## src/rtl/ecc_xlate_pkg.sv

```systemverilog
package ecc_xlate_pkg;
  typedef enum logic [1:0] {
    CODE_DET = 2'd0,
    CODE_CK  = 2'd1,
    CODE_DCK = 2'd2,
    CODE_RSV = 2'd3
  } code_e;
endpackage

```

## src/rtl/ecc_xlate_table.sv

```systemverilog
module ecc_xlate_table
  import ecc_xlate_pkg::*;
#(
  parameter int ENTRIES = 16,
  parameter int PFN_W   = 20,
  parameter int EPN_W   = 20,
  localparam int IDX_W  = $clog2(ENTRIES)
) (
  input  logic                            clk_i,
  input  logic                            rst_ni,
  input  logic                            we_i,
  input  logic [IDX_W-1:0]                idx_i,
  input  logic                            vld_i,
  input  logic [PFN_W-1:0]                pfn_i,
  input  logic [EPN_W-1:0]                epn_i,
  input  code_e                           code_i,
  output logic [ENTRIES-1:0]              vld_o,
  output logic [ENTRIES-1:0][PFN_W-1:0]   pfn_o,
  output logic [ENTRIES-1:0][EPN_W-1:0]   epn_o,
  output code_e                           code_o [ENTRIES]
);
  for (genvar g = 0; g < ENTRIES; g++) begin : g_ent
    always_ff @(posedge clk_i or negedge rst_ni) begin
      if (!rst_ni) begin
        vld_o[g]  <= 1'b0;
        pfn_o[g]  <= '0;
        epn_o[g]  <= '0;
        code_o[g] <= CODE_DET;
      end else if (we_i && idx_i == IDX_W'(g)) begin
        vld_o[g]  <= vld_i;
        pfn_o[g]  <= pfn_i;
        epn_o[g]  <= epn_i;
        code_o[g] <= code_i;
      end
    end
  end
endmodule

```

## src/rtl/ecc_xlate_match.sv

```systemverilog
module ecc_xlate_match #(
  parameter int ENTRIES = 16,
  parameter int PFN_W   = 20,
  localparam int IDX_W  = $clog2(ENTRIES)
) (
  input  logic [ENTRIES-1:0]            vld_i,
  input  logic [ENTRIES-1:0][PFN_W-1:0] pfn_i,
  input  logic [PFN_W-1:0]              key_i,
  output logic [ENTRIES-1:0]            grant_o,
  output logic                          hit_o,
  output logic [IDX_W-1:0]              idx_o
);
  logic [ENTRIES-1:0] eq;

  for (genvar g = 0; g < ENTRIES; g++) begin : g_cmp
    assign eq[g] = vld_i[g] && (pfn_i[g] == key_i);
  end

  // lowest index wins: scan from the top so low entries overwrite
  always_comb begin
    idx_o = '0;
    for (int i = ENTRIES - 1; i >= 0; i--) begin
      if (eq[i]) idx_o = IDX_W'(i);
    end
  end

  assign hit_o   = |eq;
  assign grant_o = eq & ~(eq - ENTRIES'(1)) ;
endmodule

```

## src/rtl/ecc_xlate_scale.sv

```systemverilog
module ecc_xlate_scale
  import ecc_xlate_pkg::*;
#(
  parameter int PG_W   = 12,
  parameter int LINE_W = 6,
  parameter int CK_EW  = 3,
  parameter int DCK_EW = 4
) (
  input  code_e             code_i,
  input  logic [PG_W-1:0]   off_i,
  output logic              has_addr_o,
  output logic [PG_W-1:0]   scaled_o
);
  localparam int CK_SH  = LINE_W - CK_EW;
  localparam int DCK_SH = LINE_W - DCK_EW;
  localparam logic [PG_W-1:0] CK_MASK  = ~PG_W'((1 << CK_EW) - 1);
  localparam logic [PG_W-1:0] DCK_MASK = ~PG_W'((1 << DCK_EW) - 1);

  always_comb begin
    has_addr_o = 1'b0;
    scaled_o   = '0;
    unique case (code_i)
      CODE_CK: begin
        has_addr_o = 1'b1;
        scaled_o   = (off_i >> CK_SH) & CK_MASK;
      end
      CODE_DCK: begin
        has_addr_o = 1'b1;
        scaled_o   = (off_i >> DCK_SH) & DCK_MASK;
      end
      default: ;
    endcase
  end
endmodule

```

## src/rtl/ecc_xlate.sv

```systemverilog
module ecc_xlate
  import ecc_xlate_pkg::*;
#(
  parameter int ENTRIES = 16,
  parameter int PA_W    = 32,
  parameter int PG_W    = 12,
  parameter int EPN_W   = 20,
  parameter int LINE_W  = 6,
  localparam int IDX_W  = $clog2(ENTRIES),
  localparam int PFN_W  = PA_W - PG_W,
  localparam int EA_W   = EPN_W + PG_W
) (
  input  logic               clk_i,
  input  logic               rst_ni,
  input  logic               tbl_we_i,
  input  logic [IDX_W-1:0]   tbl_idx_i,
  input  logic               tbl_vld_i,
  input  logic [PFN_W-1:0]   tbl_pfn_i,
  input  logic [EPN_W-1:0]   tbl_epn_i,
  input  logic [1:0]         tbl_code_i,
  input  logic               req_vld_i,
  input  logic [PA_W-1:0]    req_pa_i,
  output logic               rsp_vld_o,
  output logic               rsp_miss_o,
  output logic [1:0]         rsp_code_o,
  output logic [EA_W-1:0]    rsp_ecc_addr_o
);
  logic [ENTRIES-1:0]             t_vld;
  logic [ENTRIES-1:0][PFN_W-1:0]  t_pfn;
  logic [ENTRIES-1:0][EPN_W-1:0]  t_epn;
  code_e                          t_code [ENTRIES];

  logic [ENTRIES-1:0] grant;
  logic               hit;
  logic [IDX_W-1:0]   hit_idx;
  code_e              sel_code;
  logic               has_addr;
  logic [PG_W-1:0]    scaled;

  ecc_xlate_table #(.ENTRIES(ENTRIES), .PFN_W(PFN_W), .EPN_W(EPN_W)) u_tbl (
    .clk_i  (clk_i),
    .rst_ni (rst_ni),
    .we_i   (tbl_we_i),
    .idx_i  (tbl_idx_i),
    .vld_i  (tbl_vld_i),
    .pfn_i  (tbl_pfn_i),
    .epn_i  (tbl_epn_i),
    .code_i (code_e'(tbl_code_i)),
    .vld_o  (t_vld),
    .pfn_o  (t_pfn),
    .epn_o  (t_epn),
    .code_o (t_code)
  );

  ecc_xlate_match #(.ENTRIES(ENTRIES), .PFN_W(PFN_W)) u_match (
    .vld_i   (t_vld),
    .pfn_i   (t_pfn),
    .key_i   (req_pa_i[PA_W-1:PG_W]),
    .grant_o (grant),
    .hit_o   (hit),
    .idx_o   (hit_idx)
  );

  assign sel_code = hit ? t_code[hit_idx] : CODE_DET;

  ecc_xlate_scale #(.PG_W(PG_W), .LINE_W(LINE_W)) u_scale (
    .code_i     (sel_code),
    .off_i      (req_pa_i[PG_W-1:0]),
    .has_addr_o (has_addr),
    .scaled_o   (scaled)
  );

  always_ff @(posedge clk_i or negedge rst_ni) begin
    if (!rst_ni) begin
      rsp_vld_o      <= 1'b0;
      rsp_miss_o     <= 1'b0;
      rsp_code_o     <= '0;
      rsp_ecc_addr_o <= '0;
    end else begin
      rsp_vld_o <= req_vld_i;
      if (req_vld_i) begin
        rsp_miss_o     <= !hit;
        rsp_code_o     <= sel_code;
        rsp_ecc_addr_o <= has_addr ? {t_epn[hit_idx], scaled} : '0;
      end
    end
  end

  AST_RSP_TIMING: assert property (@(posedge clk_i) disable iff (!rst_ni)
    req_vld_i |=> rsp_vld_o) else $error("rsp timing");
  AST_NO_SPURIOUS_RSP: assert property (@(posedge clk_i) disable iff (!rst_ni)
    !req_vld_i |=> !rsp_vld_o) else $error("spurious rsp");
  AST_MISS_CLEAN: assert property (@(posedge clk_i) disable iff (!rst_ni)
    (rsp_vld_o && rsp_miss_o) |-> (rsp_code_o == 2'd0 && rsp_ecc_addr_o == '0))
    else $error("miss not clean");
  AST_CK_ALIGN: assert property (@(posedge clk_i) disable iff (!rst_ni)
    (rsp_vld_o && !rsp_miss_o && rsp_code_o == 2'd1) |-> (rsp_ecc_addr_o[2:0] == 3'd0
      && rsp_ecc_addr_o[PG_W-1 -: 3] == 3'd0)) else $error("ck align");
  AST_DCK_ALIGN: assert property (@(posedge clk_i) disable iff (!rst_ni)
    (rsp_vld_o && !rsp_miss_o && rsp_code_o == 2'd2) |-> (rsp_ecc_addr_o[3:0] == 4'd0
      && rsp_ecc_addr_o[PG_W-1 -: 2] == 2'd0)) else $error("dck align");
  AST_DET_NOADDR: assert property (@(posedge clk_i) disable iff (!rst_ni)
    (rsp_vld_o && !rsp_miss_o && (rsp_code_o == 2'd0 || rsp_code_o == 2'd3))
      |-> rsp_ecc_addr_o == '0) else $error("detect addr");
  AST_GRANT_ONEHOT: assert property (@(posedge clk_i) disable iff (!rst_ni)
    req_vld_i |-> ($onehot0(grant) && (hit == (grant != '0))))
    else $error("grant");
endmodule

```

## config.mk

```make
export PLATFORM = sky130hd
export DESIGN_NAME = ecc_xlate
export DESIGN_NICKNAME = d
export VERILOG_FILES = /design/src/rtl/ecc_xlate_pkg.sv /design/src/rtl/ecc_xlate_table.sv /design/src/rtl/ecc_xlate_match.sv /design/src/rtl/ecc_xlate_scale.sv /design/src/rtl/ecc_xlate.sv
export SDC_FILE = /design/constraint.sdc
export NUM_CORES = 1
export LEC_CHECK = 0
export BUFFER_PORTS_ARGS = -buffer_cell sky130_fd_sc_hd__buf_4
export CAP_MARGIN = 30
export CORE_MARGIN = 2
export CORE_UTILIZATION = 45
export DETAILED_ROUTE_END_ITERATION = 6
export GPL_TIMING_DRIVEN = 0
export PLACE_DENSITY = 0.65
export SLEW_MARGIN = 10
export SYNTH_ARGS = -nofsm -noshare
export SYNTH_HDL_FRONTEND = slang
export SYNTH_SLANG_ARGS = --single-unit
```

## constraint.sdc

```tcl
create_clock -name clk_i -period 6.5 [get_ports clk_i]
set_input_delay 0.975 -clock clk_i [delete_from_list [all_inputs] [get_ports clk_i]]
set_output_delay 0.975 -clock clk_i [all_outputs]
set_load 0.005 [all_outputs]
```

# ---- Word level (Yosys, flattened, before mapping)
# Cells that the tools add are included.
dict set report totals {
  wordCells 165
  regBits 724
  in_bits 83
}
dict set report classes {
  reduce_logical 36
  muxes 25
  magnitude_cmp 2
  eq_ne 33
  bitwise_logic 1
}
# operator count
set ops {}
lappend ops {{20-bit equality test} 16}
lappend ops {{20-bit binary-select mux with 4-bit select} 1}
lappend ops {{4-bit two-way mux} 16}
lappend ops {{4-bit equality test, second input constant} 8}
lappend ops {{1-bit logical AND} 32}
lappend ops {{32-bit two-way mux} 1}
lappend ops {{20-bit two-way mux} 1}
lappend ops {{10-bit one-hot mux with 2 select lines} 1}
lappend ops {{4-bit by 3-bit equality test with 1-bit output, second input constant} 4}
lappend ops {{16-bit OR reduction} 1}
lappend ops {{2-bit binary-select mux with 4-bit select} 1}
lappend ops {{4-bit by 2-bit equality test with 1-bit output, second input constant} 2}
lappend ops {{2-bit two-way mux} 3}
lappend ops {{5-bit >= comparator, second input constant} 1}
lappend ops {{4-bit by 5-bit < comparator with 1-bit output, second input constant} 1}
lappend ops {{4-bit NOT with 5-bit output} 1}
lappend ops {{4-bit by 1-bit equality test with 1-bit output, second input constant} 1}
lappend ops {{4-bit zero test} 1}
lappend ops {{2-bit by 1-bit equality test with 1-bit output, second input constant} 1}
lappend ops {{2-bit equality test, second input constant} 1}
lappend ops {{2-bit OR reduction} 1}
lappend ops {{1-bit zero test} 1}
lappend ops {{1-bit two-way mux} 1}

# ---- Logic depth before layout (Yosys ltp)
# Gate-level depths: netlist of run 1.
dict set report logic_depth {
  ltp_word 27
  depth_mapped 23
  mapped_depth_nobuf 18
}

# ---- Cells and area by module
# From an unflattened synthesis of run 1, not the netlist that was laid out.
dict set report hier_totals {
  cells_unflattened 2580
  hier_area_um2 34478.1
}
# module area_each_um2 instances cells_each
set by_module_without_submodules {}
lappend by_module_without_submodules {ecc_xlate_table 25602.1 1 1513}
lappend by_module_without_submodules {ecc_xlate 4484.3 1 519}
lappend by_module_without_submodules {ecc_xlate_match 4245.3 1 525}
lappend by_module_without_submodules {ecc_xlate_scale 146.4 1 23}

# ---- Worst setup path after synthesis of run 1
# Ideal clock, no wire load.
dict set report synth_path {
  path_kind {in2reg}
  from {input req_pa_i[13]}
  to {register rsp_ecc_addr_o[20]}
  t_required_ps 6435
  cell_stages 19
  arrival_time_ps 5822
  setup_time_ps 65
  slack_ps 613
  cell_sequence {buf_4 -> xnor2_1 -> nand4_1 -> or4_1 -> or2_2 -> and2_4 -> a311oi_4 -> mux4_1 -> mux2i_1 -> mux2_2 -> nor2_1 -> ha_1 -> nand2b_1 -> clkbuf_1 -> a2111oi_0 -> nand2_1 -> clkbuf_1 -> o32ai_1 -> a211o_1}
}
dict set report synth_via {
  elab_chain_cells 27
  word_cells_on_any_way 61
  classes_between {eq/ne: 18; mux: 24; bitwise: 1; reduce/logical: 18}
}
# item line_no
set synth_lines {}
lappend synth_lines {{from (decl)} ecc_xlate.sv:22} ;# input logic [PA_W-1:0] req_pa_i,
lappend synth_lines {{20-bit equality test} ecc_xlate_match.sv:16} ;# assign eq[g] = vld_i[g] && (pfn_i[g] == key_i);
lappend synth_lines {{1-bit logical AND} ecc_xlate_match.sv:16}
lappend synth_lines {{4-bit two-way mux (16 in a row)} ecc_xlate_match.sv:23} ;# if (eq[i]) idx_o = IDX_W'(i);
lappend synth_lines {{4-bit NOT with 5-bit output (implied by the code)} ecc_xlate.sv:64} ;# assign sel_code = hit ? t_code[hit_idx] : CODE_DET;
lappend synth_lines {{2-bit binary-select mux with 4-bit select} ecc_xlate.sv:64}
lappend synth_lines {{2-bit two-way mux (implied by the code) (2 in a row)} ecc_xlate.sv:64}
lappend synth_lines {{2-bit two-way mux *} ecc_xlate.sv:64}
lappend synth_lines {{net sel_code[1]} ecc_xlate.sv:36} ;# code_e sel_code;
lappend synth_lines {{2-bit by 1-bit equality test with 1-bit output or 2-bit equality test (tied branches)} ecc_xlate_scale.sv:22} ;# unique case (code_i)
lappend synth_lines {{2-bit OR reduction (no source line) *} --}
lappend synth_lines {{1-bit two-way mux *} ecc_xlate_scale.sv:22}
lappend synth_lines {{32-bit two-way mux *} ecc_xlate.sv:84} ;# rsp_ecc_addr_o <= has_addr ? {t_epn[hit_idx], scaled} : '0;
lappend synth_lines {{to (signal assigned)} ecc_xlate.sv:84}
lappend synth_lines {{to (decl)} ecc_xlate.sv:26} ;# output logic [EA_W-1:0] rsp_ecc_addr_o
# Mark *: on every way through the listed nets, which the timed path passes. The rest lies on a longest branch. The select of a mux whose other input is x is not followed.
# A chain may end at the register's enable or synchronous reset.

# ---- Worst setup path in the final report of run 1
dict set report layout_path {
  from {input req_pa_i[12]}
  to {register rsp_ecc_addr_o[24]}
}
dict set report layout_via {
  elab_chain_cells 27
  word_cells_on_any_way 61
  classes_between {eq/ne: 18; mux: 24; bitwise: 1; reduce/logical: 18}
}
# item line_no
set layout_lines {}
lappend layout_lines {{20-bit equality test} ecc_xlate_match.sv:16}
lappend layout_lines {{1-bit logical AND} ecc_xlate_match.sv:16}
lappend layout_lines {{4-bit two-way mux (16 in a row)} ecc_xlate_match.sv:23}
lappend layout_lines {{4-bit NOT with 5-bit output (implied by the code)} ecc_xlate.sv:64}
lappend layout_lines {{2-bit binary-select mux with 4-bit select} ecc_xlate.sv:64}
lappend layout_lines {{2-bit two-way mux (implied by the code) (2 in a row)} ecc_xlate.sv:64}
lappend layout_lines {{2-bit two-way mux} ecc_xlate.sv:64}
lappend layout_lines {{2-bit by 1-bit equality test with 1-bit output or 2-bit equality test (tied branches)} ecc_xlate_scale.sv:22}
lappend layout_lines {{2-bit OR reduction (no source line)} --}
lappend layout_lines {{1-bit two-way mux} ecc_xlate_scale.sv:22}
lappend layout_lines {{32-bit two-way mux *} ecc_xlate.sv:84}
# Every way passes the cells marked *; elsewhere a longest branch is shown, timed or not. The select of a mux whose other input is x is not followed.

==> summary.txt, run 1 <==
Compound-Gate Fraction of Synth Area: 4.24%
Layout cells sized above 1: 34.1%
Worst setup EP type: flip-flop
Total area of sequential cells: 18,000 µm²
Fin crit share: 97.3%
Crit-path max FO: 10
Average wire per standard cell: 27.3 µm
DRT iter0 DRCs: 2,370
Slew Limit Fails: 0
#FFs+latches synth: 719
Leak: 17.3 nW
Antenna violations before repair: 5
Routed WL: 112,000 µm
Worst skew pair latency: 0.64 ns
RePlAce Congestion: 0.911
CTS tree: built
Worst Hold Class: in2async
Largest stage delay on the critical path: 0.57 ns
Max clock buf depth: 3
Drt drc: 4
Synthesized netlist cell count: 2,788
Simple-gate share of the synthesized area: 6.88%
Fin. Hold Viols: 0
P_sw: 3.64 mW
Seq/Total Area, Yosys: 50.8%
DRT antenna net count: 0
Vias in the first global route: 25.4k
Path depth of the worst reg2reg path: 19
# IOs: 119
Yosys warning total: 0
Comb power frac: 18.6%
Outcome: finished, violations left
Area occupied by multi-input gates: 16,400 µm²
Top FF cell, synth: dfrtp_1
Synth area leader: dfrtp_1
Post-DP HPWL: 76,400 µm
Tmin final: 6.33 ns
Gr ovfl total: 0
Placement Setup Slack: -1.85 ns
FF-to-FF End: rsp_ecc_addr_o[24]
Synth unique cells: 67
Failing checks: design-rule violations
H-tree levels: 3
Mapped Area: 35,400 µm²
Die area: 81,000 µm²
Worst-margin pin slew: 1.03 ns
Avg Inst Size Synth: 12.7 µm²
CP Data Arrival Time: 6.89 ns
Synth top area cells: dfrtp_1 (51%), mux2_2 (22%), xnor2_1 (6.2%)
Hold buffers post-CTS: 0
Final nets: 3,074
Reg2reg start: u_tbl.pfn_o[312]
Area share of fa/ha/maj cells after synthesis: 0.0706%
Global-route wire length before repair: 166,000 µm
Slowest cell on crit path: a21boi_0
Largest family of logic cells by synthesized area: multiplexers
Max cap viols: 0
Seq pwr share: 46.0%
Worst EP required: 7.06 ns
Fillers: 6,589
I/O Buffers: 87
PD cells: 326 nW/µm²
Non-Filler Instances: 4,087
Starting density of the core: 45.6%
Placed insts: 3,937
Vias per std cell: 6.00
Crit Path Class: in2reg
Startpoint Class: primary input
Sw frac: 27.5%
Multiplexer share of the synthesized area: 26.7%
Unrepaired setup endpoints after global routing: false
Cell breakdown of the critical path: buf_2, xnor2_1, nand4_1, nor4_1, nand4_1, a21boi_0, o21ai_1, nand2_1, buf_2, mux2i_1, mux2_2, or2_1, ha_1, nand2b_1, clkbuf_2, a2111oi_2, nand2_2, clkbuf_2, o32ai_1, a211o_1
GR Util All Layers: 27.5%
Core ar.: 77,700 µm²
Setup WS post-layout: 0.174 ns
Syn-to-layout area delta: 14.8%
EDFF count, synth: 0
Highest clock rate: 0.158 GHz
R2R setup slack: 0.50 ns
DIE WIDTH: 285 µm
Clk sinks: 719
First-pass DRT Iterations: 7
Root buffer cell: clkbuf_16
Relative slew slack: 31.1%
Ys async rst share: 100%
Clk_skew: 0.0334 ns
IR drop worst, VDD: 177 µV
FP Rows: 102
CTS clock-pin slew for the worst setup and hold paths: 0.06 ns
DIE HEIGHT: 285 µm
Worst path top cell family by delay: compound AO/OA/AOI/OAI gates
Area share of the largest cell type after synthesis: 50.8%
Sum of buffers and inverters on the critical path: 4
Final setup vio count: 0
Vias: 24.5k
Setup TNS: 0 ns
Largest net degree at the start of global routing: 117
TritonCTS buffer count: 80
Clock network power share: 35.4%
Fraction of synthesized cell area in xor and xnor cells: 7.97%
P_int: 9.62 mW
Worst hold margin: 0.342 ns
Critical Path Source: req_pa_i[12]
-- through the flow --
step	total power, mW	cell area, µm²	utilization, %
after floorplan	7.82	35500	-
after global placement	8.40	37400	48.1
after detailed placement	8.59	37800	48.6
after CTS	13.3	40600	52.2
after global routing	13.8	40700	52.4
final	13.3	40700	52.4
-- repair_timing --
item / 4_1_cts / 5_1_grt
setup buffers: 5 / 2
pin swaps: 3 / 2
endpoints found under the setup margin: 20 / 18
gates resized for setup: 31 / 9
-- cell families after synthesis --
group	count (synthesis)
flops	719
other cells	1
compound gates	200
simple gates	436
buf+inv	261
fa+ha+maj	2
xor+xnor	320
mux	849
-- worst reg2reg max path, delay by kind of cell (launching register included) --
kind / cells / cell delay (ns)
AOI/OAI and AO/OA: 7 / 2.18
and+or+nand+nor: 6 / 1.58
buffers and inverters: 3 / 0.89
DFF: 1 / 0.39
muxes: 1 / 0.39
adders and majority gates: 1 / 0.31
xor gates and xnor gates: 1 / 0.23
-- final cells by class --
cell class,count,area share [%]
sequential,719,44.2
antenna,1,0.00615
clock inverter,26,0.830
clock buffer,113,5.82
buffer,212,2.59
inverter,49,0.452
tap,1040,3.20
multi-input combinational,1812,40.2
timing repair buffer,115,2.66
-- power by group through the flow --
stage / clock [mW] / combinational (mW) / sequential, mW
after floorplan: 0 / 1.84 / 5.98
after global placement: 0 / 2.32 / 6.08
after detailed placement: 0 / 2.43 / 6.15
after CTS: 4.75 / 2.46 / 6.08
after global routing: 4.94 / 2.68 / 6.20
final: 4.70 / 2.47 / 6.10
-- placed cells by master, fill, tap and decap left out, drive strengths merged, types with 7 or more instances in the layout --
master  count
a211o      19
a21oi      39
a31oi      20
and4        9
buf       179
bufinv      7
clkbuf    261
clkinv     12
dfrtp     719
inv        52
mux2      679
mux2i     162
mux4        8
nand2      88
nand2b     10
nand3      60
nand4     104
nand4b     10
nor2       28
nor3       25
nor3b      11
nor4       42
o211a      19
o21ai      22
o21ba      19
o22ai       8
o32ai      18
or2        14
xnor2     254
xor2       66
-- routing by layer --
metal	global-route usage [%]	routed length, µm
met5	0	46
met4	11.4	4620
met3	5.52	8610
met2	42.5	50700
met1	37.8	47800
-- worst max path at each step --
stage | endpoint | slack (ns) | cells after the start
final | rsp_ecc_addr_o[24] | 0.17 | 20
after CTS | rsp_ecc_addr_o[27] | 0.007 | 22
after floorplan | rsp_ecc_addr_o[20] | 0.61 | 19
after global placement | u_tbl.epn_o[286] | -3.43 | 1
after global routing | rsp_ecc_addr_o[26] | 0.02 | 22
after detailed placement | rsp_ecc_addr_o[26] | -1.85 | 19
-- state kept, by name, summed over array words and instances (netlist names) --
signal / cells
u_tbl.epn_o: 320
rsp_vld_o: 1
u_tbl.code_o: 32
u_tbl.pfn_o: 320
rsp_code_o: 2
rsp_ecc_addr_o: 27
u_tbl.vld_o: 16
rsp_miss_o: 1
-- synth_stat cells (all sizes together), types with 3 or more instances --
cell type  number
buf            65
and2            6
nand2          88
nor4b           6
and3            3
nand2b         10
mux2i         162
nand4b         10
o22ai           8
o32ai          18
a22oi           5
a211oi          6
nor3           25
inv            49
nor2b           3
mux2          679
a31oi          20
nand4         104
o21ai          22
nor4           42
o21bai          3
o21a            5
or2            14
nand3b          5
a21oi          39
a211o          19
nor2           28
nor3b          11
xnor2         254
o211ai          3
clkbuf        147
o211a          19
o21ba          19
or4             6
mux4            8
xor2           66
and4            9
dfrtp         719
a221oi          3
nand3          60
Note: power is estimated with default switching activity, not from simulation.
==> run 2: changes to the inputs <==
--- a/config.mk
+++ b/config.mk
@@ -11,7 +11,7 @@
 export CORE_UTILIZATION = 45
 export DETAILED_ROUTE_END_ITERATION = 6
 export GPL_TIMING_DRIVEN = 0
-export PLACE_DENSITY = 0.65
+export PLACE_DENSITY = 0.67
 export SLEW_MARGIN = 10
 export SYNTH_ARGS = -nofsm -noshare
 export SYNTH_HDL_FRONTEND = slang
==> constraint.sdc (replaced) <==
create_clock -name clk_i -period 5.6 [get_ports clk_i]
set_input_delay 0.84 -clock clk_i [delete_from_list [all_inputs] [get_ports clk_i]]
set_output_delay 0.84 -clock clk_i [all_outputs]
set_load 0.005 [all_outputs]
==> run 2 against run 1 <==
The run now ends clean. Count of clock-buffer cells in the layout decreased by 3. Clock power rose by 14%. Cell count grew 0.37%. Largest cell class unchanged.
==> summary.txt, run 2 (synthesis gave the netlist of run 1 again) <==
Final nets: 3,088 (+0.46%)
Most used cell, CP: clkbuf_4
Comb power frac: 18.9% (+0.3 points)
Max cap viols: 0 (unchanged)
Startpoint Class: primary input
GR peak layer: met2
Global Route met2 Usage: 42.4% (-0.18 points)
Fin crit share: 97.8%
Post-DP HPWL: 76,400 µm (about the same)
Worst setup EP type: flip-flop
Root buffer cell: clkbuf_16
H-tree levels: 3 (unchanged)
PD cells: 374 nW/µm² (+15%)
Vias per std cell: 5.98 (-0.31%)
Cell breakdown of the critical path: buf_6, buf_6, xnor2_1, nand4_1, nor4_4, nand2_1, and4b_1, o21bai_2, nand2_1, clkbuf_4, mux4_2, mux2i_1, mux2_2, or2_1, ha_1, nand2b_1, clkbuf_4, a2111oi_4, nand2_4, clkbuf_4, o32ai_1, a211o_1
Syn-to-layout area delta: 15.6%
Clock network power share: 34.9% (-0.5 points)
P_int: 11.1 mW (+15%)
Highest clock rate: 0.183 GHz
Crit Path Class: in2reg
R2R setup slack: 0.17 ns (-0.33 ns)
TritonCTS buffer count: 80 (unchanged)
FP Rows: 102 (unchanged)
P_sw: 4.24 mW (+16%)
Sum of buffers and inverters on the critical path: 5 (+1)
Fin. Hold Viols: 0 (unchanged)
Util after Layout: 52.7% (+0.36 points)
Layout cells sized above 1: 34.8% (+0.69 points)
I/O Buffers: 87 (unchanged)
Commonest non-fill, non-tap cell in the layout: dfrtp_1
Path depth of the worst reg2reg path: 20 (+1)
Tmin final: 5.48 ns
Clk_skew: 0.0184 ns (-0.0150 ns)
Final setup vio count: 0 (unchanged)
RePlAce Congestion: 0.912 (about the same)
Worst EP required: 6.17 ns (-0.89 ns)
FF-to-FF End: rsp_ecc_addr_o[29]
Worst hold margin: 0.152 ns (-0.190 ns)
Largest stage delay on the critical path: 0.48 ns (-0.09 ns)
Routed WL: 111,000 µm (-0.68%)
Worst-margin pin slew: 1.14 ns (+0.106 ns)
First-pass DRT Iterations: 7 (unchanged)
Reg2reg start: u_tbl.pfn_o[303]
Sw frac: 27.7% (+0.21 points)
Slew Limit Fails: 0 (unchanged)
Most frequent cells in the layout: dfrtp_1 (719), mux2_2 (679), xnor2_1 (248)
Seq pwr share: 46.2% (+0.2 points)
Antenna violations before repair: 5 (unchanged)
Starting density of the core: 45.6% (unchanged)
CTS clock-pin slew for the worst setup and hold paths: 0.06 ns (about the same)
CP Data Arrival Time: 6.04 ns (-0.85 ns)
Worst path top cell family by delay: simple AND/OR/NAND/NOR gates
DRT antenna net count: 0 (unchanged)
Gr ovfl total: 0 (unchanged)
DIE HEIGHT: 285 µm (unchanged)
Largest net degree at the start of global routing: 118 (+0.85%)
Slowest cell on crit path: nor4_4
GR Util All Layers: 27.1% (-0.45 points)
Vias: 24.5k (+0.057%)
Vias in the first global route: 25.4k (-0.19%)
Relative slew slack: 23.8% (-7.3 points)
Worst skew pair latency: 0.64 ns (about the same)
Met1 Use GR: 36.2% (-1.6 points)
Average wire per standard cell: 27.1 µm (-1.0%)
Drt drc: 0 (-4)
IR drop worst, VDD: 239 µV (+35%)
Outcome: completed
Crit-path max FO: 10 (unchanged)
Leak: 17.5 nW (+0.81%)
Die area: 81,000 µm² (unchanged)
Met3 Use GR: 6.04% (+0.52 points)
Largest regs: u_tbl.epn_o: 320 flops, u_tbl.pfn_o: 320 flops, u_tbl.code_o: 32 flops
DIE WIDTH: 285 µm (unchanged)
DRT iter0 DRCs: 2,262 (-4.6%)
Global-route wire length before repair: 164,000 µm (-1.4%)
# IOs: 119 (unchanged)
Worst Hold Class: in2async
Core ar.: 77,700 µm² (unchanged)
Max clock buf depth: 3 (unchanged)
Clk sinks: 719 (unchanged)
CTS tree: built
run 2: cell types whose count changed in the layout (fill, tap and decap cells not counted), sizes merged:
cell	delta
diode	+1
clkbuf	-3
clkinv	+4
buf	+14
inv	+1
clkinvlp	-2
run 2: power groups by stage:
stage / clock (mW) / sequential, mW / combinational [mW]
after CTS: 5.43 / 7.06 / 2.87
final: 5.35 / 7.08 / 2.89
after detailed placement: 0 / 7.14 / 2.83
after global placement: 0 / 7.06 / 2.70
after floorplan: 0 / 6.94 / 2.13
after global routing: 5.64 / 7.20 / 3.13
run 2: area by class of cell:
class | count | area (µm²)
fill | 6667 | 36700
sequential | 719 | 18000
multi-input combinational | 1812 | 16500
clock buffer | 110 | 2270
tap | 1040 | 1300
timing repair buffer | 129 | 1200
buffer | 212 | 1170
clock inverter | 29 | 382
inverter | 49 | 184
antenna | 2 | 5.00
run 2: metal layers:
| metal | wire length, µm | up-vias |
|---|---|---|
| met2 | 50900 | 982 |
| li1 | - | 10400 |
| met1 | 46900 | 12800 |
| met5 | 48 | - |
| met4 | 4610 | 10 |
| met3 | 8490 | 272 |
run 2: worst max path at each step:
stage                                start                  to  slack (ns)  cells after the start
after floorplan               req_pa_i[13]  rsp_ecc_addr_o[20]       0.002                     19
after global placement              rst_ni    u_tbl.epn_o[152]       -4.14                      1
after detailed placement      req_pa_i[12]  rsp_ecc_addr_o[26]       -2.46                     20
after CTS                 u_tbl.pfn_o[232]  rsp_ecc_addr_o[26]        0.03                     19
after global routing      u_tbl.pfn_o[303]  rsp_ecc_addr_o[29]       -0.05                     19
final                         req_pa_i[20]  rsp_ecc_addr_o[29]        0.12                     22
run 2: what timing repair did:
action                                 4_1_cts  5_1_grt
pin swaps                                    8        3
setup endpoints to repair                   25       19
endpoints found under the hold margin        0        0
gates cloned                                 0        0
setup buffers                               15        4
hold buffers                                 0        0
resized for setup                           76       24
run 2: worst register-to-register path, cell delays in order (launching register included):
cell	delay [ns]
dfrtp_1	0.40
xnor2_1	0.15
nand4_1	0.15
or4_1	0.63
or2_0	0.30
and4b_1	0.29
o21bai_2	0.27
nand2_1	0.15
clkbuf_4	0.24
mux4_2	0.24
mux2i_1	0.07
mux2_2	0.32
or2_1	0.23
ha_1	0.30
nand2b_1	0.14
clkbuf_4	0.25
a2111oi_4	0.39
nand2_4	0.11
clkbuf_4	0.23
o32ai_1	0.36
a211o_1	0.15
run 2: metrics by stage:
stage               TNS [ns]  power (mW)  area, µm²  worst slack [ns]  instances
finish                     0        15.3      41000             0.123       4102
global route         -0.0540        16.0      41000           -0.0540       4100
CTS                        0        15.4      40800            0.0340       4092
detailed placement    -49.56        9.97      37800             -2.46       3938
global placement    -2974.90        9.76      37400             -4.14       3919
floorplan                  0        9.07      35500           0.00157       2792
